$ cat config.mk
export PLATFORM = sky130hd
export DESIGN_NAME = serial_audio_rx
export DESIGN_NICKNAME = d
export VERILOG_FILES = /design/src/rtl/sarx_pkg.sv /design/src/rtl/sarx_port_pick.sv /design/src/rtl/sarx_edge_find.sv /design/src/rtl/sarx_deser.sv /design/src/rtl/serial_audio_rx.sv
export SDC_FILE = /design/constraint.sdc
export NUM_CORES = 1
export LEC_CHECK = 0
export ABC_AREA = 1
export BUFFER_PORTS_ARGS = -buffer_cell sky130_fd_sc_hd__buf_2
export CELL_PAD_IN_SITES_DETAIL_PLACEMENT = 1
export CELL_PAD_IN_SITES_GLOBAL_PLACEMENT = 1
export CORE_UTILIZATION = 45
export DETAILED_ROUTE_END_ITERATION = 10
export GPL_ROUTABILITY_DRIVEN = 1
export PLACE_DENSITY = 0.83
export SLEW_MARGIN = 20
export SYNTH_ARGS = -nofsm -noshare
export SYNTH_HDL_FRONTEND = slang
export SYNTH_SLANG_ARGS = --single-unit
$ cat constraint.sdc
create_clock -name clk -period 4.26 [get_ports clk]
set_input_delay 0.426 -clock clk [delete_from_list [all_inputs] [get_ports clk]]
set_output_delay 0.426 -clock clk [all_outputs]
set_load 0.05 [all_outputs]
$ cat src/rtl/sarx_pkg.sv
package sarx_pkg;

  localparam int SAMPLE_W = 24;
  localparam int SLOT_MAX = 32;
  localparam int SHORT_W  = 16;
  localparam int CNT_W    = $clog2(SLOT_MAX + 1);
  localparam int EXT_W    = SLOT_MAX + SAMPLE_W;

  typedef enum logic [1:0] {
    FMT_LJ   = 2'b00,
    FMT_I2S  = 2'b01,
    FMT_RJ16 = 2'b10,
    FMT_RJ24 = 2'b11
  } fmt_e;

  // frame-clock level that marks the left half
  function automatic logic left_level(fmt_e f);
    return (f == FMT_I2S) ? 1'b0 : 1'b1;
  endfunction

  // sh holds the half's bits with the newest at bit 0; n is the number of slots seen
  function automatic logic [SAMPLE_W-1:0] pick_word(fmt_e f,
                                                    logic [SLOT_MAX-1:0] sh,
                                                    logic [CNT_W-1:0] n);
    logic [EXT_W-1:0] ext;
    logic [CNT_W:0]   amt;
    logic [SAMPLE_W-1:0] w;
    ext = '0;
    amt = '0;
    case (f)
      FMT_RJ24: w = sh[SAMPLE_W-1:0];
      FMT_RJ16: w = {{(SAMPLE_W-SHORT_W){sh[SHORT_W-1]}}, sh[SHORT_W-1:0]};
      default: begin
        // move the first data slot to the top of the extended word
        amt = (CNT_W+1)'(SLOT_MAX) - (CNT_W+1)'(n)
              + ((f == FMT_I2S) ? (CNT_W+1)'(1) : (CNT_W+1)'(0));
        ext = {sh, {SAMPLE_W{1'b0}}} << amt;
        w   = ext[EXT_W-1 -: SAMPLE_W];
      end
    endcase
    return w;
  endfunction

endpackage

$ cat src/rtl/sarx_port_pick.sv
module sarx_port_pick #(
  parameter int NPORT = 2,
  localparam int SELW = (NPORT > 1) ? $clog2(NPORT) : 1
) (
  input  logic             clk,
  input  logic             rst_n,
  input  logic [NPORT-1:0] bclk_in,
  input  logic [NPORT-1:0] lrck_in,
  input  logic [SELW-1:0]  sel,
  input  logic             sd_in,
  output logic             bclk_q,
  output logic             lrck_q,
  output logic             sd_q
);

  logic bclk_m, lrck_m;

  always_comb begin
    bclk_m = bclk_in[sel];
    lrck_m = lrck_in[sel];
  end

  always_ff @(posedge clk) begin
    if (!rst_n) begin
      bclk_q <= 1'b0;
      lrck_q <= 1'b0;
      sd_q   <= 1'b0;
    end else begin
      bclk_q <= bclk_m;
      lrck_q <= lrck_m;
      sd_q   <= sd_in;
    end
  end

endmodule

$ cat src/rtl/sarx_edge_find.sv
module sarx_edge_find #(
  parameter int W = 1
) (
  input  logic         clk,
  input  logic         rst_n,
  input  logic [W-1:0] sig,
  output logic [W-1:0] rise
);

  logic [W-1:0] prev;

  for (genvar i = 0; i < W; i++) begin : g_bit
    always_ff @(posedge clk) begin
      if (!rst_n) prev[i] <= 1'b0;
      else        prev[i] <= sig[i];
    end
    assign rise[i] = sig[i] & ~prev[i];
  end

endmodule

$ cat src/rtl/sarx_deser.sv
module sarx_deser
  import sarx_pkg::*;
(
  input  logic                clk,
  input  logic                rst_n,
  input  fmt_e                fmt,
  input  logic                bit_rise,
  input  logic                lr_in,
  input  logic                sd_in,
  output logic [SAMPLE_W-1:0] left_out,
  output logic [SAMPLE_W-1:0] right_out,
  output logic                sample_valid
);

  logic [SLOT_MAX-1:0] shreg;
  logic [CNT_W-1:0]    cnt;
  logic [SAMPLE_W-1:0] left_hold;
  logic                lr_last, primed, synced, have_left;

  // named internal events
  logic                lr_change;
  logic                half_left;
  logic [SAMPLE_W-1:0] word;

  assign lr_change = primed && (lr_in != lr_last);
  assign half_left = (lr_last == left_level(fmt));
  assign word      = pick_word(fmt, shreg, cnt);

  always_ff @(posedge clk) begin
    if (!rst_n) begin
      shreg        <= '0;
      cnt          <= '0;
      left_hold    <= '0;
      left_out     <= '0;
      right_out    <= '0;
      sample_valid <= 1'b0;
      lr_last      <= 1'b0;
      primed       <= 1'b0;
      synced       <= 1'b0;
      have_left    <= 1'b0;
    end else begin
      sample_valid <= 1'b0;
      if (bit_rise) begin
        primed  <= 1'b1;
        lr_last <= lr_in;
        shreg   <= {shreg[SLOT_MAX-2:0], sd_in};
        if (lr_change) begin
          cnt    <= CNT_W'(1);
          synced <= 1'b1;
          if (synced) begin
            if (half_left) begin
              left_hold <= word;
              have_left <= 1'b1;
            end else if (have_left) begin
              left_out     <= left_hold;
              right_out    <= word;
              sample_valid <= 1'b1;
              have_left    <= 1'b0;
            end
          end
        end else if (cnt != CNT_W'(SLOT_MAX)) begin
          cnt <= cnt + CNT_W'(1);
        end
      end
    end
  end

  assert_cnt_bound_R11: assert property (@(posedge clk) disable iff (!rst_n)
    cnt <= CNT_W'(SLOT_MAX));

  assert_valid_single_R7: assert property (@(posedge clk) disable iff (!rst_n)
    sample_valid |=> !sample_valid);

  assert_hold_R7: assert property (@(posedge clk) disable iff (!rst_n)
    !sample_valid |-> ($stable(left_out) && $stable(right_out)));

  assert_valid_cause_R8: assert property (@(posedge clk) disable iff (!rst_n)
    sample_valid |-> $past(bit_rise && lr_change));

  assert_sign_ext_R4: assert property (@(posedge clk) disable iff (!rst_n)
    (sample_valid && ($past(fmt) == FMT_RJ16)) |->
      (right_out[SAMPLE_W-1:SHORT_W] == {(SAMPLE_W-SHORT_W){right_out[SHORT_W-1]}}));

endmodule

$ cat src/rtl/serial_audio_rx.sv
module serial_audio_rx
  import sarx_pkg::*;
(
  input  logic                clk,
  input  logic                rst_n,
  input  logic [1:0]          fmt,
  input  logic                port_sel,
  input  logic                bclk_a,
  input  logic                lrck_a,
  input  logic                bclk_b,
  input  logic                lrck_b,
  input  logic                sdata,
  input  logic                mclk_sel,
  input  logic                mclk_a,
  input  logic                mclk_b,
  output logic                mclk_out,
  output logic [SAMPLE_W-1:0] left_out,
  output logic [SAMPLE_W-1:0] right_out,
  output logic                sample_valid
);

  logic bclk_q, lrck_q, sd_q;
  logic bit_rise;

  assign mclk_out = mclk_sel ? mclk_b : mclk_a;

  sarx_port_pick #(.NPORT(2)) u_pick (
    .clk     (clk),
    .rst_n   (rst_n),
    .bclk_in ({bclk_b, bclk_a}),
    .lrck_in ({lrck_b, lrck_a}),
    .sel     (port_sel),
    .sd_in   (sdata),
    .bclk_q  (bclk_q),
    .lrck_q  (lrck_q),
    .sd_q    (sd_q)
  );

  sarx_edge_find #(.W(1)) u_edge (
    .clk   (clk),
    .rst_n (rst_n),
    .sig   (bclk_q),
    .rise  (bit_rise)
  );

  sarx_deser u_deser (
    .clk          (clk),
    .rst_n        (rst_n),
    .fmt          (fmt_e'(fmt)),
    .bit_rise     (bit_rise),
    .lr_in        (lrck_q),
    .sd_in        (sd_q),
    .left_out     (left_out),
    .right_out    (right_out),
    .sample_valid (sample_valid)
  );

  assert_reset_quiet_R1: assert property (@(posedge clk)
    !rst_n |=> (!sample_valid && (left_out == '0) && (right_out == '0)));

endmodule

## Word level (Yosys, flattened, before mapping)

Index checks and enable logic that the tools add are counted.

| storage, ports and cells | value |
|---|---|
| bits in latches | 0 |
| input port bits | 13 |
| memories | 0 |
| bits in read-only memories | 0 |
| output and inout port bits | 50 |
| bits in registers | 119 |
| logic and storage cells | 52 |
| bits in writable memories | 0 |

| cells by class | value |
|---|---|
| bitwise operators | 7 |
| divide/modulo/power cells | 0 |
| multiply operators | 0 |
| muxes and demuxes | 12 |
| add/subtract/negate cells | 3 |
| eq/ne operators | 6 |
| reduce and logical (&&, ||, !) cells | 8 |
| shift-type cells | 1 |
| $lt $le $gt $ge | 1 |

Operators with widths:

| operator | number |
|---|---|
| 56-bit by 7-bit left shift with 56-bit output | 1 |
| 24-bit one-hot mux with 2 select lines | 1 |
| 6-bit two-way mux | 2 |
| 1-bit two-way mux | 9 |
| 7-bit adder | 1 |
| 6-bit by 6-bit subtractor with 7-bit output, first input constant | 1 |
| 6-bit by 1-bit adder with 6-bit output, second input constant | 1 |
| 6-bit != test, second input constant | 1 |
| 1-bit NOT | 6 |
| 5-bit AND reduction | 1 |
| 5-bit OR reduction | 1 |
| 2-bit equality test, second input constant | 2 |
| 2-bit AND reduction | 2 |
| 4-bit AND reduction | 1 |
| 3-bit AND reduction | 1 |
| 2-bit by 1-bit equality test with 1-bit output, second input constant | 1 |
| 1-bit by 2-bit less-than comparator with 1-bit output, second input constant | 1 |
| 2-bit nonzero test | 1 |
| 1-bit AND | 1 |
| 1-bit equality test | 1 |
| 1-bit logical AND | 1 |
| 1-bit != test | 1 |

## Longest topological paths before layout

Gate-level depths: netlist of run 1.

| logic depth | value |
|---|---|
| depth after elaboration | 5 |
| depth in mapped cells | 18 |
| gate-level depth less buffers | 16 |

## By module

From an unflattened synthesis of run 1, not the netlist that was laid out.

| unflattened totals | value |
|---|---|
| cells, all modules | 1061 |
| area, all modules | 6546.3 um^2 |

By module, submodules not included:

| module | cells each | sequential area each (um^2) | times used | area an instance (um^2) |
|---|---|---|---|---|
| sarx_deser | 1037 | 2302.2 | 1 | 6388.6 |
| sarx_port_pick | 15 | 60.1 | 1 | 105.1 |
| sarx_edge_find | 5 | 20.0 | 1 | 37.5 |
| serial_audio_rx | 4 | 0.0 | 1 | 15.0 |

## Worst setup path before layout of run 1

Ideal clock, no wire load.

| timing | value |
|---|---|
| kind | in2reg |
| from | input port fmt[1] |
| to | register u_deser.left_hold[0] |
| slack | 1.835 ns |
| buffers on the path | 3 |
| data arrival time | 2.311 ns |
| library setup time | 0.114 ns |
| stages | 18 |
| required time | 4.146 ns |
| cell sequence | buf_4 inv_2 nand2_1 ha_1 inv_1 ha_1 buf_4 clkinv_1 buf_2 nand3_1 nand3_1 nand2_1 nand2_1 nand2_1 nand2_1 o21ai_0 o21bai_1 inv_1 |

| between the ends | value |
|---|---|
| cells in the longest elaborated chain, start to end | 5 |
| elaborated cells on any way between the ends | 10 |
| those cells by class | add/sub (1); eq/ne (4); shift (1); mux (3); reduce/logical (1) |

Ends and longest elaborated chain:

| item | line | text |
|---|---|---|
| start: declaration | serial_audio_rx.sv:6 | `input logic [1:0] fmt,` |
| 2-bit by 1-bit equality test with 1-bit output | sarx_pkg.sv:18, sarx_pkg.sv:36 |  |
| 1-bit two-way mux | sarx_pkg.sv:36 | `+ ((f == FMT_I2S) ? (CNT_W+1)'(1) : (CNT_W+1)'(0));` |
| 7-bit adder | sarx_pkg.sv:36 |  |
| 56-bit by 7-bit left shift with 56-bit output | sarx_pkg.sv:37 | `ext = {sh, {SAMPLE_W{1'b0}}} << amt;` |
| 24-bit one-hot mux with 2 select lines | sarx_pkg.sv:30 | `case (f)` |
| end signal: assignment | sarx_deser.sv:52 | `left_hold <= word;` |
| end: declaration | sarx_deser.sv:17 | `logic [SAMPLE_W-1:0] left_hold;` |

Parallel ways exist; a longest one is shown, timed or not.
A chain may end at the register's enable or synchronous reset.

## Worst setup path after layout of run 1

| timing | value |
|---|---|
| from | input port fmt[1] |
| to | register u_deser.left_hold[17] |

The elaborated chain is that of the path after synthesis.

==> run summary, run 1 <==
The net count of the finished layout came out at 1049. The post-route minimum period came out at 3090 ps. The synthesized instance count is 990. The core area is 0.0135 mm². The mean instance size in the synthesized netlist is 6.37 µm². The fraction of layout cells with a size suffix above 1 came out at 11.6%. The final layout contains routed wiring with a total length of 21300 µm.

The die outline area came out at 0.0145 mm². The total number of placement rows came out at 42. The largest net degree at the start of global routing came out at 59. TritonCTS built the clock tree.

The setup total negative slack is 0 ps. In the layout the commonest cells are sky130_fd_sc_hd__nand2_1 (219), sky130_fd_sc_hd__nand3_1 (176), sky130_fd_sc_hd__nor2_1 (150). The cell area that synthesis handed to floorplanning was 0.00631 mm². The number of global-route vias before repair came out at 6700.

The post-CTS setup buffer count came out at 0. The number of DRC markers in iteration 0 is 554. The source-to-sink clock delay at the later pin of the worst-skew pair came out at 420 ps. The flow ran to the end, and the final reports show no timing, DRC or antenna violations. STA classifies the critical path startpoint as an input pin. The largest single stage delay on the critical path is 770 ps.

The buffering stage count on the worst path with inverters included came out at 3. The highest-delay cell along the critical path is sky130_fd_sc_hd__nand2_1. Synthesis inferred 119 register bits. The number of buffers inserted by hold repair at cts is 0. The worst pin sits at a relative slew slack of 30.0%.

The antenna cell count is 0. In the post-synthesis netlist, the biggest area contributors are sky130_fd_sc_hd__dfxtp_1 (38%), sky130_fd_sc_hd__nand3_1 (14%), sky130_fd_sc_hd__nand2_1 (13%). The highest achievable clock rate is 323 MHz.

Clock-pin slew was measured on the worst setup and hold paths at 60 ps. The signal on the critical path passes through buf_2 -> inv_2 -> nand2_1 -> ha_1 -> inv_1 -> ha_1 -> nand2_1 -> nand2_1 -> nand3_1 -> or2_2 -> nand2_1 -> nand2_1 -> nand3_1 -> nor2_1 -> nor2_1. Leaving out fill and tap cells, the most frequent cell in the layout is sky130_fd_sc_hd__nand2_1. The number of detailed-routing iterations run before antenna repair is 5. The number of distinct library cells after synthesis came out at 31. In this run, post-CTS repair resized a total of 0 instances. The tool flagged a number of max-cap violations equal to 0. The wire length per cell is 17.5 µm. The synthesized design spends more area on one cell type than any other, namely sky130_fd_sc_hd__dfxtp_1. The kind of cell with the highest combined delay along the critical path is simple AND/OR/NAND/NOR gates. The horizontal die dimension came out at 120 µm. The endpoint type of the worst setup path is a flip-flop.

Summing the sequential cell areas from Yosys gives 37.8% of the chip area. The total global routing overflow came out at 0. Counting flops with an async set or reset pin after synthesis yields a share of 0%.

The highest net fanout along the worst path came out at 29. The clock skew came out at 8.48 ps. At the worst endpoint, the arrival time is 3440 ps. The global routing met2 resource utilization is 49.9%. The area added between synthesis and finish came out at 15.5%. The reported leakage power is 3.50 nW. The total of warnings raised by yosys is 0. The final-report setup violation count came out at 0.

The cell at the root of the clock tree is sky130_fd_sc_hd__clkbuf_16. Counting flops with a built-in enable in the synthesized netlist gives 0. The final design instance area without fill came out at 0.00729 mm².

Setup repair after global routing left no endpoint under its margin. The number of hold violations in the final report came out at 0. The routed via count is 6785. The post-detailed-route count of antenna-violating nets is 0. The count of buffers inserted at the top-level ports is 62. The met1 demand-to-capacity share in global routing came out at 40.3%. The number of H-tree levels came out at 4. The most used flip-flop cell after synthesis is sky130_fd_sc_hd__dfxtp_1. The initial cell density of the core came out at 46.9%. In the routed layout, each cell is associated on average with a via count of 5.58. The weighted congestion reported at the end of routability-driven placement came out at 0.956. Measured along the y axis, the die boundary spans 120 µm.

The endpoint required time on the critical path came out at 4610 ps. The count of pins on the block boundary is 63. After detailed routing, the number of remaining DRC violations is 0. The number of antenna violations at the first check in global routing is 0. The met3 track demand over resource is 7.50%. For the pin with the worst max-slew slack, the measured transition is 1050 ps.

The detailed placement HPWL is 14600 µm. The post-synth net total came out at 1010. The setup path with the least slack is of type input pin to flip-flop. The share of Yosys cell area claimed by the top area cell type came out at 37.8%.

The type of the worst min-delay path is input pin to flip-flop. The share of the cycle needed by the critical path after routing is 72.6%. For this run, the total global-route usage over all layers was measured as 31.0%. The first-pass GRT wire length came out at 35100 µm.

The number of buffers between clock root and the deepest sink is 2. Counting stages on the worst path, the most repeated cell is sky130_fd_sc_hd__nand2_1. The post-layout total power came out at 3.22 mW. The max-slew violation count was 0.

The largest voltage drop on the vdd net came out at 266 µV. In this run the most used layer during global routing was met2. The number of clock buffers added by TritonCTS is 17. The post-placement cell area came out at 0.00668 mm². The power density over the cells came out at 442 mW/mm². The clock sink total is 119.
[final timing paths]
check	start	end	slack, ps	depth (start not counted)
max reg2reg	u_deser.cnt[0]	u_deser.left_hold[17]	1270	13
min reg2reg	u_pick.bclk_q	u_edge.prev	430	2
min	sdata	u_pick.sd_q	200	3
max	fmt[1]	u_deser.left_hold[17]	1170	15
[layer usage]
metal  part of all wire (%)  routed length [µm]
met5                      0                   0
met4                    2.9                 623
met3                    5.6                1200
met2                     45                9650
met1                     46                9840
[layout make-up]
type | instances | area, µm²
sequential | 119 | 2380
fill | 1861 | 6170
clock buffer | 18 | 439
tap | 176 | 220
inverter | 78 | 293
clock inverter | 13 | 170
timing repair buffer | 75 | 408
multi-input combinational | 738 | 3370
[metrics by stage]
| step | utilization [%] | cells | hold slack (ps) | setup slack, ps |
|---|---|---|---|---|
| final | 54.2 | 1217 | 198 | 1170 |
| after global routing | 54.2 | 1217 | 194 | 807 |
| after detailed placement | 49.6 | 1186 | 421 | 792 |
| after global placement | 49.6 | 1186 | 420 | 929 |
| after CTS | 54.2 | 1217 | 187 | 1180 |
| after floorplan | - | 990 | 407 | 1840 |
[synth_stat cells, types with 2 or more instances]
library cell               count
sky130_fd_sc_hd__nor2_4        2
sky130_fd_sc_hd__a21oi_1      47
sky130_fd_sc_hd__o211ai_1      2
sky130_fd_sc_hd__o21bai_1     14
sky130_fd_sc_hd__nor2_1      150
sky130_fd_sc_hd__buf_6         2
sky130_fd_sc_hd__clkbuf_1     27
sky130_fd_sc_hd__nor2_2        2
sky130_fd_sc_hd__inv_2         4
sky130_fd_sc_hd__dfxtp_1     119
sky130_fd_sc_hd__inv_1        71
sky130_fd_sc_hd__o21ai_0      99
sky130_fd_sc_hd__o21ai_1       3
sky130_fd_sc_hd__nand3_1     176
sky130_fd_sc_hd__buf_4         3
sky130_fd_sc_hd__buf_2        21
sky130_fd_sc_hd__nand2_2       4
sky130_fd_sc_hd__nor3_1        2
sky130_fd_sc_hd__ha_1          7
sky130_fd_sc_hd__nand4_1       3
sky130_fd_sc_hd__clkinv_1      3
sky130_fd_sc_hd__nand2_1     219
sky130_fd_sc_hd__xor2_1        2
[power by group]
group | leakage (nW) | total [mW] | internal [mW] | switching, mW
sequential | 0.965 | 1.18 | 1.14 | 0.0359
combinational | 2.24 | 0.545 | 0.156 | 0.389
clock | 0.302 | 1.50 | 0.941 | 0.559
[tightest hold or removal path, stage by stage]
cell                      delay (ps)
sky130_fd_sc_hd__buf_2            80
sky130_fd_sc_hd__nand2_1          40
sky130_fd_sc_hd__inv_1            40
[registers in the layout (all words and copies together), names as in the netlist, 6 cells and up]
name               cells
u_deser.right_out     24
u_deser.shreg         32
u_deser.left_out      24
u_deser.cnt            6
u_deser.left_hold     24
[logic make-up (layout without fill, tap and decap cells)]
| kind of cell | Yosys count | in the layout | share of synthesized area, % |
|---|---|---|---|
| AND/OR/NAND/NOR | 561 | 561 | 37.7 |
| AO/OA/AOI/OAI | 167 | 167 | 13.9 |
| buffers and inverters | 133 | 184 | 8.77 |
| flip-flops | 119 | 119 | 37.8 |
| adder cells (fa/ha/maj) | 7 | 7 | 1.39 |
| XOR/XNOR | 2 | 2 | 0.278 |
| multiplexers | 1 | 1 | 0.178 |
Note: power is estimated with default switching activity, not from simulation.
==> run 2, diff against run 1 <==
- CORE_UTILIZATION: 45 -> 42
- PLACE_DENSITY: 0.83 -> 0.78
- clock period: 4.26 -> 3.03 ns (I/O delays scaled with it)
==> run summary, run 2 (same netlist as run 1, synthesis figures left out) <==
The run finished with clean final reports. The number of global-route vias before repair came out at 6828 (+1.9%). The weighted congestion reported at the end of routability-driven placement is 0.960 (+0.40%). The net count of the finished layout was 1060 (+1.0%). Traced cell by cell, the critical path runs through ha_1 -> inv_1 -> ha_1 -> nand2_1 -> nand2_1 -> buf_4 -> nand3_1 -> nand2_1 -> nand2_1 -> nand2_1 -> nand2_1 -> o21ai_0 -> o21bai_1 -> inv_1. The first-pass GRT wire length came out at 36300 µm (+3.6%). The library cell used most frequently in the layout, excluding fill and tap cells, is sky130_fd_sc_hd__nand2_1. The max-slew violation count came out at 0 (unchanged). The largest net degree at the start of global routing is 86 (+46%).

The worst-case reg-to-reg path depth is 14 (+1). The worst setup path is of the flip-flop to flip-flop kind. The area occupied by multi-input gates came out at 0.00337 mm² (unchanged). The vias per cell came out at 5.53 (-0.79%). The area added between synthesis and finish came out at 17.3%.

The cell at the root of the clock tree is sky130_fd_sc_hd__clkbuf_16. The reported leakage power is 3.54 nW (+1.2%). The highest net fanout along the worst path is 13 (-55%).

The initial cell density of the core came to 43.2% (-3.7 points). The total number of placement rows is 44 (+4.8%). The relative slew slack came out at 52.5% (+22 points). The setup total negative slack is 0 ps (unchanged). The most common cell type on the critical path is sky130_fd_sc_hd__nand2_1. The power density over the cells came out at 611 mW/mm² (+38%). The count of buffers inserted at the top-level ports came to 62 (unchanged). TritonCTS built the clock tree.

The number of antenna violations at the first check in global routing is 0 (unchanged). The number of DRC markers in iteration 0 is 581 (+4.9%). The total routed wirelength is 22100 µm (+3.5%). The global-route total usage across every layer is 29.5% (-1.5 points). The routed via count came to 6842 (+0.84%).

The combined flip-flop and latch cell area came out at 0.00238 mm² (unchanged). The final routed DRC violation total came out at 0 (unchanged). The post-CTS setup buffer count is 0 (unchanged). The endpoint required time on the critical path is 3350 ps (-1260 ps). The number of flip-flops in the largest register is 32 (unchanged).

The filler cell count in the final layout is 2010 (+8.0%). The clock skew came out at 10.5 ps (+2.01 ps). The post-layout total power is 4.52 mW (+40%). The number of detailed-routing iterations run before antenna repair came to 5 (unchanged). The number of hold violations in the final report is 0 (unchanged). The horizontal die dimension came out at 125 µm (+3.5%). The buffering stage count on the worst path with inverters included came out at 3 (unchanged). The library cells used most frequently in the layout, excluding fill and tap cells, are sky130_fd_sc_hd__nand2_1 (219), sky130_fd_sc_hd__nand3_1 (176), sky130_fd_sc_hd__nor2_1 (150). The fraction of layout cells with a size suffix above 1 came out at 12.4% (+0.82 points). The total global routing overflow is 0 (unchanged). The die outline area is 0.0155 mm² (+7.0%).

The number of buffers between clock root and the deepest sink came out at 2 (unchanged). The post-detailed-route count of antenna-violating nets is 0 (unchanged). The vertical die dimension is 125 µm (+3.5%). The slew of the pin with the lowest slew margin is 713 ps (-335 ps). Dividing the final minimum period by the clock period gives 81.7%. The clock sink total is 119 (unchanged). Ranked by flip-flop count, first place goes to u_deser.shreg. The largest voltage drop on the vdd net is 388 µV (+46%). The source-to-sink clock delay at the later pin of the worst-skew pair is 430 ps (about the same).

The core area was 0.0146 mm² (+8.4%). The wire length per cell is 17.8 µm (+1.8%). The detailed placement HPWL is 15300 µm (+4.9%). The largest delay contributor family on the critical path is simple AND/OR/NAND/NOR gates.

The endpoint type of the worst setup path is a flip-flop. The final-report setup violation count is 0 (unchanged). The clock slew seen by the registers of the worst setup and hold paths is 60 ps (about the same). The highest achievable clock rate came out at 404 MHz. The antenna cell count is 0 (unchanged). The number of max-cap violations is 0 (unchanged). The count of instances resized after the clock tree is built is 0 (unchanged).

The number of buffers created by CTS is 17 (unchanged). The number of H-tree levels is 4 (unchanged). The slowest stage of the critical path belongs to the cell sky130_fd_sc_hd__dfxtp_1. The post-route minimum period came out at 2480 ps. The launching element type of the critical path is a flip-flop. The type of the worst min-delay path is input pin to flip-flop. The worst hold path stage count came out at 3 (unchanged). The number of buffers inserted by hold repair at cts came out at 0 (unchanged). The maximum cell stage delay along the critical path is 450 ps (-320 ps).

The count of cell instances traversed by the critical path came out at 14 (-1). The count of pins on the block boundary came out at 63 (unchanged). Setup repair after global routing left no endpoint under its margin. The signal arrival time at the worst endpoint was 2800 ps (-640 ps).
-- run 2: cell type report --
type / count / area share (%)
clock buffers: 22 / 6.41
clock inverters: 10 / 1.64
inverters: 78 / 3.96
multi-input cells: 738 / 45.6
flip-flops and latches: 119 / 32.2
well taps: 184 / 3.11
repair buffers: 86 / 7.13
-- run 2: worst paths after layout --
path	startpoint	endpoint	slack, ps
worst max register to register	u_deser.cnt[0]	u_deser.right_out[0]	550
worst min register to register	u_pick.bclk_q	u_edge.prev	430
worst min-delay path	sdata	u_pick.sd_q	60
worst max-delay path	u_deser.cnt[0]	u_deser.right_out[0]	550
-- run 2: metrics by stage --
step | area, µm² | util [%] | hold WS, ps | worst slack [ps] | std cells
after floorplan | 6310 | - | 401 | 728 | 990
after global placement | 6810 | 46.7 | 419 | 407 | 1205
after detailed placement | 6810 | 46.7 | 420 | 350 | 1205
after CTS | 7400 | 50.7 | 56.0 | 578 | 1237
after global routing | 7400 | 50.7 | 77.3 | 344 | 1237
final | 7400 | 50.7 | 59.0 | 553 | 1237
-- run 2: metal layers --
layer | global-route usage (%) | up-vias | wire length, µm
met2 | 48.3 | 191 | 10400
li1 | - | 3338 | -
met5 | 0 | - | 0
met4 | 11.1 | 0 | 454
met3 | 4.94 | 31 | 1190
met1 | 38.7 | 3282 | 10100
-- run 2: worst register-to-register path: stages (launching register included) --
cell and delay, ps:
sky130_fd_sc_hd__dfxtp_1 450, sky130_fd_sc_hd__ha_1 200, sky130_fd_sc_hd__inv_1 60, sky130_fd_sc_hd__ha_1 230, sky130_fd_sc_hd__nand2_1 110, sky130_fd_sc_hd__nand2_1 180, sky130_fd_sc_hd__buf_4 250, sky130_fd_sc_hd__nand3_1 120
sky130_fd_sc_hd__nand2_1 60, sky130_fd_sc_hd__nand2_1 60, sky130_fd_sc_hd__nand2_1 70, sky130_fd_sc_hd__nand2_1 50, sky130_fd_sc_hd__o21ai_0 230, sky130_fd_sc_hd__o21bai_1 230, sky130_fd_sc_hd__inv_1 50
-- run 2: power breakdown --
part / leakage (nW) / switching [mW] / internal (mW)
sequential: 0.965 / 0.0510 / 1.61
clock: 0.279 / 0.783 / 1.28
combinational: 2.30 / 0.562 / 0.245
==> run 3, diff against run 2 <==
- clock period: 3.03 -> 2.39 ns (I/O delays scaled with it)
==> run summary, run 3 (same netlist as run 1, synthesis figures left out) <==
The run finished with clean final reports. The initial cell density of the core came out at 43.2% (unchanged). The number of H-tree levels is 4 (unchanged).

The reported leakage power is 3.67 nW (+3.4%). The vertical die dimension is 125 µm (unchanged). Tracing the worst setup path back leads to its startpoint at u_deser.cnt[0]. The worst hold slack across all endpoints came out at 3.69 ps (-55.3 ps).

The number of flip-flops in the largest register is 32 (unchanged). STA classifies the critical path endpoint as a flip-flop. The final routed DRC violation total is 0 (unchanged). The worst-case reg-to-reg path depth came to 14 (unchanged).

The post-route minimum period came out at 2240 ps (-238 ps). The cell at the root of the clock tree is sky130_fd_sc_hd__clkbuf_16. The post-layout total power is 5.77 mW (+27%). The area added between synthesis and finish came out at 20.9%. The largest net degree at the start of global routing was 86 (unchanged). The total number of placement rows came out at 44 (unchanged). The number of DRC markers in iteration 0 came to 544 (-6.4%). The utilization of the core after routing came out at 52.3% (+1.5 points). The total global routing overflow is 0 (unchanged).

The critical path ends at u_deser.left_hold[11]. The final worst setup slack came out at 151 ps (-402 ps). The global-route total usage across every layer came out at 30.4% (+0.90 points). The tightest min-delay check is of the input pin to flip-flop type.

The critical path is of the flip-flop to flip-flop type. The vias per cell came out at 5.56 (+0.52%). u_deser.shreg holds more flip-flops than any other register. The relative slew slack came out at 55.6% (+3.1 points). The worst setup path is launched from a flip-flop. The highest net fanout along the worst path is 27 (+14). The reg2reg setup slack is 150 ps (-400 ps). The core area is 0.0146 mm² (unchanged). The weighted congestion reported at the end of routability-driven placement came out at 0.997 (+3.9%). The clock skew came out at 17.2 ps (+6.66 ps). The endpoint required time on the critical path was 2720 ps (-630 ps). The number of detailed-routing iterations run before antenna repair came out at 5 (unchanged). Leaving out fill and tap cells, the most frequent cells in the layout are sky130_fd_sc_hd__nand2_1 (219), sky130_fd_sc_hd__nand3_1 (175), sky130_fd_sc_hd__nor2_1 (149). TritonCTS built the clock tree.

The count of pins on the block boundary came out at 63 (unchanged). The detailed placement HPWL is 15800 µm (+3.1%). The first-pass GRT wire length is 37100 µm (+2.1%). The highest achievable clock rate is 447 MHz (+11%).

The final-report setup violation count came to 0 (unchanged). The signal arrival time at the worst endpoint came out at 2570 ps (-230 ps). The fraction of layout cells with a size suffix above 1 came out at 14.7% (+2.3 points). The routed via count is 6983 (+2.1%). The horizontal die dimension is 125 µm (unchanged). The source-to-sink clock delay at the later pin of the worst-skew pair came out at 440 ps (about the same).

The antenna cell count came out at 0 (unchanged). The number of antenna violations at the first check in global routing came out at 0 (unchanged). The net count of the finished layout came out at 1079 (+1.8%). The clock slew seen by the registers of the worst setup and hold paths came out at 60 ps (about the same). The count of buffers inserted at the top-level ports is 62 (unchanged). The post-place setup slack is -107 ps (-457 ps).

The clock sink total was 119 (unchanged). Setup repair after global routing left no endpoint under its margin. The post-CTS setup buffer count is 0 (unchanged). The max-slew violation count was 0 (unchanged). The wire length per cell came out at 18.1 µm (+1.7%). The number of buffers created by CTS is 17 (unchanged). The largest voltage drop on the vdd net came out at 455 µV (+17%). The power density over the cells was 756 mW/mm² (+24%). The endpoint identified for the worst register-to-register timing path is u_deser.left_hold[11]. The most common cell after layout, fill and taps aside is sky130_fd_sc_hd__nand2_1. The number of buffers between clock root and the deepest sink is 2 (unchanged). The post-detailed-route count of antenna-violating nets came out at 0 (unchanged). The number of hold violations in the final report came out at 0 (unchanged). The slew of the pin with the lowest slew margin is 663 ps (-49.5 ps). The die outline area was 0.0155 mm² (unchanged). The number of global-route vias before repair is 6921 (+1.4%). The number of max-cap violations is 0 (unchanged). The total routed wirelength came out at 22800 µm (+3.2%). The worst hold path stage count was 3 (unchanged). The share of the cycle needed by the critical path after routing came out at 93.7% (+12 points). The startpoint identified for the worst register-to-register timing path is u_deser.cnt[0].
-- run 3: cell count changes in the layout (fill, tap and decap cells not counted), sizes merged --
cell | before | now
buf | 86 | 105
clkbuf | 22 | 19
inv | 75 | 78
bufinv | 2 | 1
clkinv | 7 | 8
-- run 3: worst min-delay path by stage --
stage / start / endpoint / slack (ps)
finish: sdata / u_pick.sd_q / 4
global route: sdata / u_pick.sd_q / 20
CTS: sdata / u_pick.sd_q / 4
detailed placement: u_pick.bclk_q / u_edge.prev / 420
global placement: u_pick.bclk_q / u_edge.prev / 420
floorplan: sdata / u_pick.sd_q / 340
-- run 3: area by class of cell --
class,count,area (µm²)
clock buffers,19,443
clock inverters,13,123
flip-flops and latches,119,2380
fillers,1961,6960
well taps,184,230
repair buffers,105,749
multi-input cells,738,3400
inverters,78,293
-- run 3: per-layer routing --
metal,wire length (µm),share of wire [%],track usage (%),vias up
met5,0,0,0,-
met4,648,2.8,12.3,0
met3,1140,5.0,4.94,38
met2,10700,47,49.3,199
met1,10300,45,40.1,3381
li1,-,-,-,3365
-- run 3: critical path: stages (launching register included) --
cell	delay, ps
sky130_fd_sc_hd__dfxtp_2	340
sky130_fd_sc_hd__ha_1	180
sky130_fd_sc_hd__inv_1	120
sky130_fd_sc_hd__ha_4	220
sky130_fd_sc_hd__clkinv_1	90
sky130_fd_sc_hd__buf_12	190
sky130_fd_sc_hd__nand3_1	130
sky130_fd_sc_hd__nand3_1	130
sky130_fd_sc_hd__nand2_1	90
sky130_fd_sc_hd__nor2_1	140
sky130_fd_sc_hd__nor2_1	70
sky130_fd_sc_hd__nand2_1	130
sky130_fd_sc_hd__nand3_1	160
sky130_fd_sc_hd__nand2_1	100
sky130_fd_sc_hd__inv_1	40
-- run 3: power breakdown --
group	leakage (nW)	total [mW]	switching, mW	internal, mW
combinational	2.43	1.17	0.773	0.392
clock	0.266	2.50	1.04	1.46
sequential	0.966	2.10	0.0632	2.04
total	3.67	5.77	1.87	3.89
-- run 3: repair_timing --
action / in CTS / in global routing
setup endpoints to repair: 1 / 41
pin swaps: 0 / 3
resized for setup: 1 / 13
hold buffers: 0 / 0
-- run 3: metrics by stage --
stage,cells,area (µm²),TNS (ps)
2_1_floorplan,990,6310,0
3_3_place_gp,1224,7020,-324
3_5_place_dp,1224,7020,-526
4_1_cts,1256,7590,0
5_1_grt,1256,7630,0
6_report,1256,7630,0
